[config.mk]
export PLATFORM = sky130hd
export DESIGN_NAME = cfg_i2c_slave
export DESIGN_NICKNAME = d
export VERILOG_FILES = /design/src/rtl/cfg_i2c_pkg.sv /design/src/rtl/i2c_line_sync.sv /design/src/rtl/i2c_byte_engine.sv /design/src/rtl/cfg_reg_bank.sv /design/src/rtl/cfg_i2c_slave.sv
export SDC_FILE = /design/constraint.sdc
export NUM_CORES = 2
export LEC_CHECK = 0
export BUFFER_PORTS_ARGS = -buffer_cell sky130_fd_sc_hd__buf_2
export CAP_MARGIN = 30
export CORE_MARGIN = 2
export CORE_UTILIZATION = 58
export CTS_CLUSTER_DIAMETER = 60
export DETAILED_ROUTE_END_ITERATION = 10
export PLACE_DENSITY_LB_ADDON = 0.05
export SKIP_CTS_REPAIR_TIMING = 1
export SYNTH_ARGS = -nofsm -noshare
export SYNTH_HDL_FRONTEND = slang
export SYNTH_SLANG_ARGS = --single-unit
[constraint.sdc]
create_clock -name clk -period 2.5 [get_ports clk]
set_clock_uncertainty 0.2 [all_clocks]
set_input_delay 0 -clock clk [delete_from_list [all_inputs] [get_ports clk]]
set_output_delay 0 -clock clk [all_outputs]
set_load 0.005 [all_outputs]
[src/rtl/cfg_i2c_pkg.sv]
package cfg_i2c_pkg;
    timeunit 1ns;
    timeprecision 100ps;

    localparam int unsigned REG_COUNT = 142;
    localparam int unsigned DATA_W    = 8;
    localparam int unsigned ADDR_W    = 8;
    localparam logic [7:0]  DEV_WR    = 8'hBE;
    localparam logic [7:0]  DEV_RD    = 8'hBF;
    localparam int unsigned RUN_REG   = 1;
    localparam int unsigned RUN_BIT   = 0;

    typedef enum logic [2:0] {
        PH_IDLE,
        PH_RX,
        PH_RX_ACK,
        PH_TX,
        PH_TX_ACK
    } phase_e;

    typedef enum logic [1:0] {
        BY_DEV,
        BY_REG,
        BY_DATA
    } byte_e;

    typedef struct packed {
        logic              en;
        logic [ADDR_W-1:0] addr;
        logic [DATA_W-1:0] data;
    } wr_req_t;

    // Pointer advance: anything at or beyond the last register wraps to 0.
    function automatic logic [ADDR_W-1:0] ptr_next(input logic [ADDR_W-1:0] p);
        if (p >= ADDR_W'(REG_COUNT - 1))
            return '0;
        return p + 1'b1;
    endfunction
endpackage

[src/rtl/i2c_line_sync.sv]
module i2c_line_sync #(
    parameter int unsigned STAGES = 2
) (
    input  logic clk,
    input  logic rst,
    input  logic scl_i,
    input  logic sda_i,
    output logic sda_s,
    output logic scl_rise,
    output logic scl_fall,
    output logic start_det,
    output logic stop_det
);
    timeunit 1ns;
    timeprecision 100ps;

    logic [1:0] line_s;
    logic [1:0] line_d;
    logic       scl_s;

    // One synchronizer chain per bus line; index 0 is SCL, 1 is SDA.
    for (genvar l = 0; l < 2; l++) begin : g_line
        logic [STAGES-1:0] chain;
        always_ff @(posedge clk) begin
            if (rst) begin
                chain     <= '1;
                line_d[l] <= 1'b1;
            end else begin
                chain     <= {chain[STAGES-2:0], (l == 0) ? scl_i : sda_i};
                line_d[l] <= chain[STAGES-1];
            end
        end
        assign line_s[l] = chain[STAGES-1];
    end

    assign scl_s     = line_s[0];
    assign sda_s     = line_s[1];
    assign scl_rise  = scl_s & ~line_d[0];
    assign scl_fall  = ~scl_s & line_d[0];
    assign start_det = scl_s & line_d[0] & line_d[1] & ~sda_s;
    assign stop_det  = scl_s & line_d[0] & ~line_d[1] & sda_s;
endmodule

[src/rtl/i2c_byte_engine.sv]
module i2c_byte_engine
    import cfg_i2c_pkg::*;
(
    input  logic              clk,
    input  logic              rst,
    input  logic              sda_s,
    input  logic              scl_rise,
    input  logic              scl_fall,
    input  logic              start_det,
    input  logic              stop_det,
    input  logic [DATA_W-1:0] rd_data,
    output logic [ADDR_W-1:0] rd_addr,
    output wr_req_t           wr_req,
    output logic              sda_oe
);
    timeunit 1ns;
    timeprecision 100ps;

    localparam int unsigned CNT_W = $clog2(DATA_W + 1);
    localparam logic [CNT_W-1:0] LAST = CNT_W'(DATA_W);

    phase_e             phase;
    byte_e              kind;
    logic [CNT_W-1:0]   cnt;
    logic [DATA_W-1:0]  shreg;
    logic [DATA_W-1:0]  txreg;
    logic [ADDR_W-1:0]  ptr;
    logic               rd_mode;
    logic               more;

    assign rd_addr = ptr;

    always_ff @(posedge clk) begin
        wr_req.en <= 1'b0;
        if (rst) begin
            phase   <= PH_IDLE;
            kind    <= BY_DEV;
            cnt     <= '0;
            shreg   <= '0;
            txreg   <= '0;
            ptr     <= '0;
            rd_mode <= 1'b0;
            more    <= 1'b0;
            sda_oe  <= 1'b0;
            wr_req  <= '0;
        end else if (start_det) begin
            phase  <= PH_RX;
            kind   <= BY_DEV;
            cnt    <= '0;
            sda_oe <= 1'b0;
        end else if (stop_det) begin
            phase  <= PH_IDLE;
            sda_oe <= 1'b0;
        end else begin
            unique case (phase)
                PH_RX: begin
                    if (scl_rise) begin
                        shreg <= {shreg[DATA_W-2:0], sda_s};
                        cnt   <= cnt + 1'b1;
                    end else if (scl_fall && cnt == LAST) begin
                        cnt <= '0;
                        unique case (kind)
                            BY_DEV: begin
                                if (shreg == DEV_WR || shreg == DEV_RD) begin
                                    rd_mode <= (shreg == DEV_RD);
                                    sda_oe  <= 1'b1;
                                    phase   <= PH_RX_ACK;
                                end else begin
                                    phase <= PH_IDLE;
                                end
                            end
                            BY_REG: begin
                                ptr    <= ADDR_W'(shreg);
                                sda_oe <= 1'b1;
                                phase  <= PH_RX_ACK;
                            end
                            default: begin
                                wr_req <= '{en: 1'b1, addr: ptr, data: shreg};
                                ptr    <= ptr_next(ptr);
                                sda_oe <= 1'b1;
                                phase  <= PH_RX_ACK;
                            end
                        endcase
                    end
                end
                PH_RX_ACK: begin
                    if (scl_fall) begin
                        sda_oe <= 1'b0;
                        if (kind == BY_DEV && rd_mode) begin
                            txreg  <= rd_data;
                            sda_oe <= ~rd_data[DATA_W-1];
                            ptr    <= ptr_next(ptr);
                            phase  <= PH_TX;
                        end else begin
                            kind  <= (kind == BY_DEV) ? BY_REG : BY_DATA;
                            phase <= PH_RX;
                        end
                    end
                end
                PH_TX: begin
                    if (scl_rise) begin
                        cnt <= cnt + 1'b1;
                    end else if (scl_fall) begin
                        if (cnt == LAST) begin
                            cnt    <= '0;
                            sda_oe <= 1'b0;
                            phase  <= PH_TX_ACK;
                        end else begin
                            txreg  <= {txreg[DATA_W-2:0], 1'b0};
                            sda_oe <= ~txreg[DATA_W-2];
                        end
                    end
                end
                PH_TX_ACK: begin
                    if (scl_rise) begin
                        more <= ~sda_s;
                    end else if (scl_fall) begin
                        if (more) begin
                            txreg  <= rd_data;
                            sda_oe <= ~rd_data[DATA_W-1];
                            ptr    <= ptr_next(ptr);
                            phase  <= PH_TX;
                        end else begin
                            phase <= PH_IDLE;
                        end
                    end
                end
                default: ;
            endcase
        end
    end
endmodule

[src/rtl/cfg_reg_bank.sv]
module cfg_reg_bank
    import cfg_i2c_pkg::*;
(
    input  logic              clk,
    input  logic              rst,
    input  wr_req_t           wr_req,
    input  logic [ADDR_W-1:0] rd_addr,
    output logic [DATA_W-1:0] rd_data,
    output logic              run_flag
);
    timeunit 1ns;
    timeprecision 100ps;

    localparam logic [DATA_W-1:0] KEEP_MASK = DATA_W'(1) << RUN_BIT;

    logic [DATA_W-1:0] regs [REG_COUNT];

    for (genvar g = 0; g < REG_COUNT; g++) begin : g_reg
        logic [DATA_W-1:0] q;
        logic              hit;
        assign hit = wr_req.en && (wr_req.addr == ADDR_W'(g));
        if (g == RUN_REG) begin : g_run
            always_ff @(posedge clk) begin
                if (rst)
                    q <= '0;
                else if (hit)
                    q <= wr_req.data | (q & KEEP_MASK);
            end
        end else begin : g_plain
            always_ff @(posedge clk) begin
                if (rst)
                    q <= '0;
                else if (hit)
                    q <= wr_req.data;
            end
        end
        assign regs[g] = q;
    end

    assign rd_data  = (rd_addr < ADDR_W'(REG_COUNT)) ? regs[rd_addr] : '0;
    assign run_flag = regs[RUN_REG][RUN_BIT];
endmodule

[src/rtl/cfg_i2c_slave.sv]
module cfg_i2c_slave
    import cfg_i2c_pkg::*;
#(
    parameter int unsigned SYNC_STAGES = 2
) (
    input  logic clk,
    input  logic rst,
    input  logic scl_i,
    input  logic sda_i,
    output logic sda_oe,
    output logic run_en
);
    timeunit 1ns;
    timeprecision 100ps;

    logic              sda_s;
    logic              scl_rise;
    logic              scl_fall;
    logic              start_det;
    logic              stop_det;
    logic [DATA_W-1:0] rd_data;
    logic [ADDR_W-1:0] rd_addr;
    wr_req_t           wr_req;

    i2c_line_sync #(.STAGES(SYNC_STAGES)) u_sync (
        .clk      (clk),
        .rst      (rst),
        .scl_i    (scl_i),
        .sda_i    (sda_i),
        .sda_s    (sda_s),
        .scl_rise (scl_rise),
        .scl_fall (scl_fall),
        .start_det(start_det),
        .stop_det (stop_det)
    );

    i2c_byte_engine u_engine (
        .clk      (clk),
        .rst      (rst),
        .sda_s    (sda_s),
        .scl_rise (scl_rise),
        .scl_fall (scl_fall),
        .start_det(start_det),
        .stop_det (stop_det),
        .rd_data  (rd_data),
        .rd_addr  (rd_addr),
        .wr_req   (wr_req),
        .sda_oe   (sda_oe)
    );

    cfg_reg_bank u_bank (
        .clk     (clk),
        .rst     (rst),
        .wr_req  (wr_req),
        .rd_addr (rd_addr),
        .rd_data (rd_data),
        .run_flag(run_en)
    );
endmodule

==> metrics.yaml <==
status: "finished, violations left"
violations: "negative setup slack"
syn_to_final_growth_pct: 17.9
finalSetupViolations: 16
cts_root_buf: "clkbuf_16"
drive_above_1_share_pct: 17.5
rsz0062_at_grt: "yes"
critical_path_class: "reg -> reg"
max-clock-path-buffers: 3
final_nets: 6397
antenna_found_initial: 4
yosysSeqAreaShare_pct: 44.9
synth_cell_types: 69
synthFlopType: "dfxtp_1"
grt_max_degree: 171
wire_per_inst_um: 24.9
power_density_nw_per_um2: 634
synth-seq-cells: 1194
leakage_uw: 0.0201
crit_start: "u_engine.rd_addr[0]"
synth_edf_count: 0
die_h_um: 307
max-vdd-ir-drop_mv: 0.584
place_ws_ns: -0.672
min_from: "rst"
cts_tree: "built"
syn_nets: 6311
core.rowCount: 111
cts-buffers-inserted: 135
arrival_ns: 3.49
core_area_um2: 91400
dr.pass1.iters: 9
timing.final.ws_setup_ns: -0.552
r2r_slack_ns: -0.55
clock_latency_ns: 0.75
hold_viol: 0
grt_remaining_overflow: 0
max_cap_violations: 0
via_per_inst: 6.55
place.gp.congestion: 0.945
grt_pass1_vias: 46293
fmax_mhz: 328
io_pins: 6
hp-class: "in -> reg"
die-area_um2: 94200
min_to: "u_bank.g_reg[134].q[2]"
synth_top_area_share_pct: 44.9
dieWidth_um: 307
dp_hpwl_um: 120000
worst_pin_slew_ns: 0.856
drt_iter0_markers: 7259
htree_levels: 4
yosysWarnings: 0
antenna_left: 0
r2r-end: "u_engine.txreg[0]"
crit_path_end_kind: "register"
avgSynthCellArea_um2: 8.45
min_period_ns: 3.05
portBuffers: 5
r2r_start: "u_engine.rd_addr[0]"
ys_top_cells_by_count: "1294 x nand2_1, 1194 x dfxtp_1, 1094 x a21oi_1"
netlist_area_um2: 53200
cts_sinks: 1194
grt_use_total_pct: 39.3
setup_tns_ns: -4.71
grt_pass1_wl_um: 286000
async_reset_ff_share_pct: 0
yosysTopAreaCell: "dfxtp_1"
initial_core_util_pct: 58.3
clk_pin_slew_ns: 0.06
cp_max_fo: 17
wirelength_um: 191000
required_ns: 2.94
synthCells: 6302
startpoint_type: "register"
r2r_cells: 9
relSlewSlack_pct: 42.3
post-route-period-util_pct: 122
synth_area_leaders: "dfxtp_1 45%, a21oi_1 10%, mux4_2 10%"
fin_hold_ws_ns: 0.0380
num_vias: 50314
drcViolationCount: 0
hold_depth: 3
drv_slew: 0
yosysMostFrequentCell: "nand2_1"
[cells by family (layout without fill, tap and decap cells)]
logic type | after synthesis | in the layout | share of synthesized area, %
compound gates | 1819 | 1819 | 18.1
xor+xnor | 1 | 1 | 0.0165
fa+ha+maj | 5 | 5 | 0.117
buf+inv | 625 | 816 | 4.98
flops | 1194 | 1194 | 44.9
mux | 487 | 487 | 14.9
other cells | 0 | 2 | 0
simple gates | 2171 | 2171 | 17.1
[layer usage]
layer	vias to the layer above	wire length (um)	track usage, %
li1	22343	-	-
met4	2	7620	16.7
met3	489	21300	7.99
met1	24433	75800	54.2
met5	-	12	0
met2	3047	86400	60.3
[how the worst max path moves through the flow]
stage,to,cells past startpoint
finish,u_engine.txreg[0],9
global placement,u_engine.txreg[0],8
floorplan,u_engine.txreg[5],9
global route,u_engine.txreg[1],9
CTS,u_engine.txreg[0],8
detailed placement,u_engine.txreg[0],8
[placed cells by master, fill, tap and decap left out, drive strengths merged, types with 7 or more instances in the layout]
master / n
nand2b: 15
dfxtp: 1194
clkinv: 28
buf: 549
and2: 11
nand4: 12
nand3b: 9
o22ai: 13
or2: 11
mux2: 10
a22o: 7
nand3: 471
a2111oi: 9
nor2b: 21
mux4: 242
a22oi: 27
nor3: 19
dlygate4sd3: 7
bufinv: 7
mux2i: 235
nor3b: 8
o221ai: 16
inv: 17
a221oi: 23
a211oi: 20
a31oi: 17
nand2: 1294
o21ai: 551
nor2: 280
a21oi: 1094
clkbuf: 206
[worst max-delay path, stage by stage, from the launching register on]
cell	delay, ns
dfxtp_4	0.37
buf_4	0.16
buf_12	0.19
buf_12	0.15
mux4_2	0.50
a22oi_1	0.29
a21oi_1	0.20
a31o_2	0.33
a211o_1	0.31
a41o_1	0.20
[area by class of cell]
cell class                 instances  area [um^2]
multi-input combinational       4483        27100
clock buffer                     201         4140
inverter                          13         56.3
sequential                      1194        23900
timing repair buffer             561         5600
fill                            7422        28600
antenna                            2         5.00
clock inverter                    41          409
tap                             1186         1480
[report_power, final]
| group | internal, uW | switching, uW | total [uW] |
|---|---|---|---|
| Combinational | 83.6 | 365 | 448 |
| Clock | 12200 | 8150 | 20300 |
| Sequential | 19000 | 4.07 | 19000 |
[state kept, by name, indices dropped and copies added (netlist names), 3 cells and up]
signal               cells
u_bank.g.q            1136
u_engine.wr_req         17
u_engine.rd_addr         8
u_engine.shreg           8
u_engine.txreg           7
u_engine.cnt             4
u_sync.g_line.chain      4
u_engine.phase           3
[metrics by stage]
step | cells | instance area (um^2) | total power [uW] | utilization [%]
after detailed placement | 7409 | 57500 | 19900 | 62.9
final | 7681 | 62800 | 39800 | 68.7
after CTS | 7651 | 62100 | 39800 | 67.9
after floorplan | 6302 | 53400 | 19700 | -
after global placement | 7409 | 57500 | 19900 | 62.9
after global routing | 7681 | 62800 | 40700 | 68.7
Power figures use the tool's default switching activity.
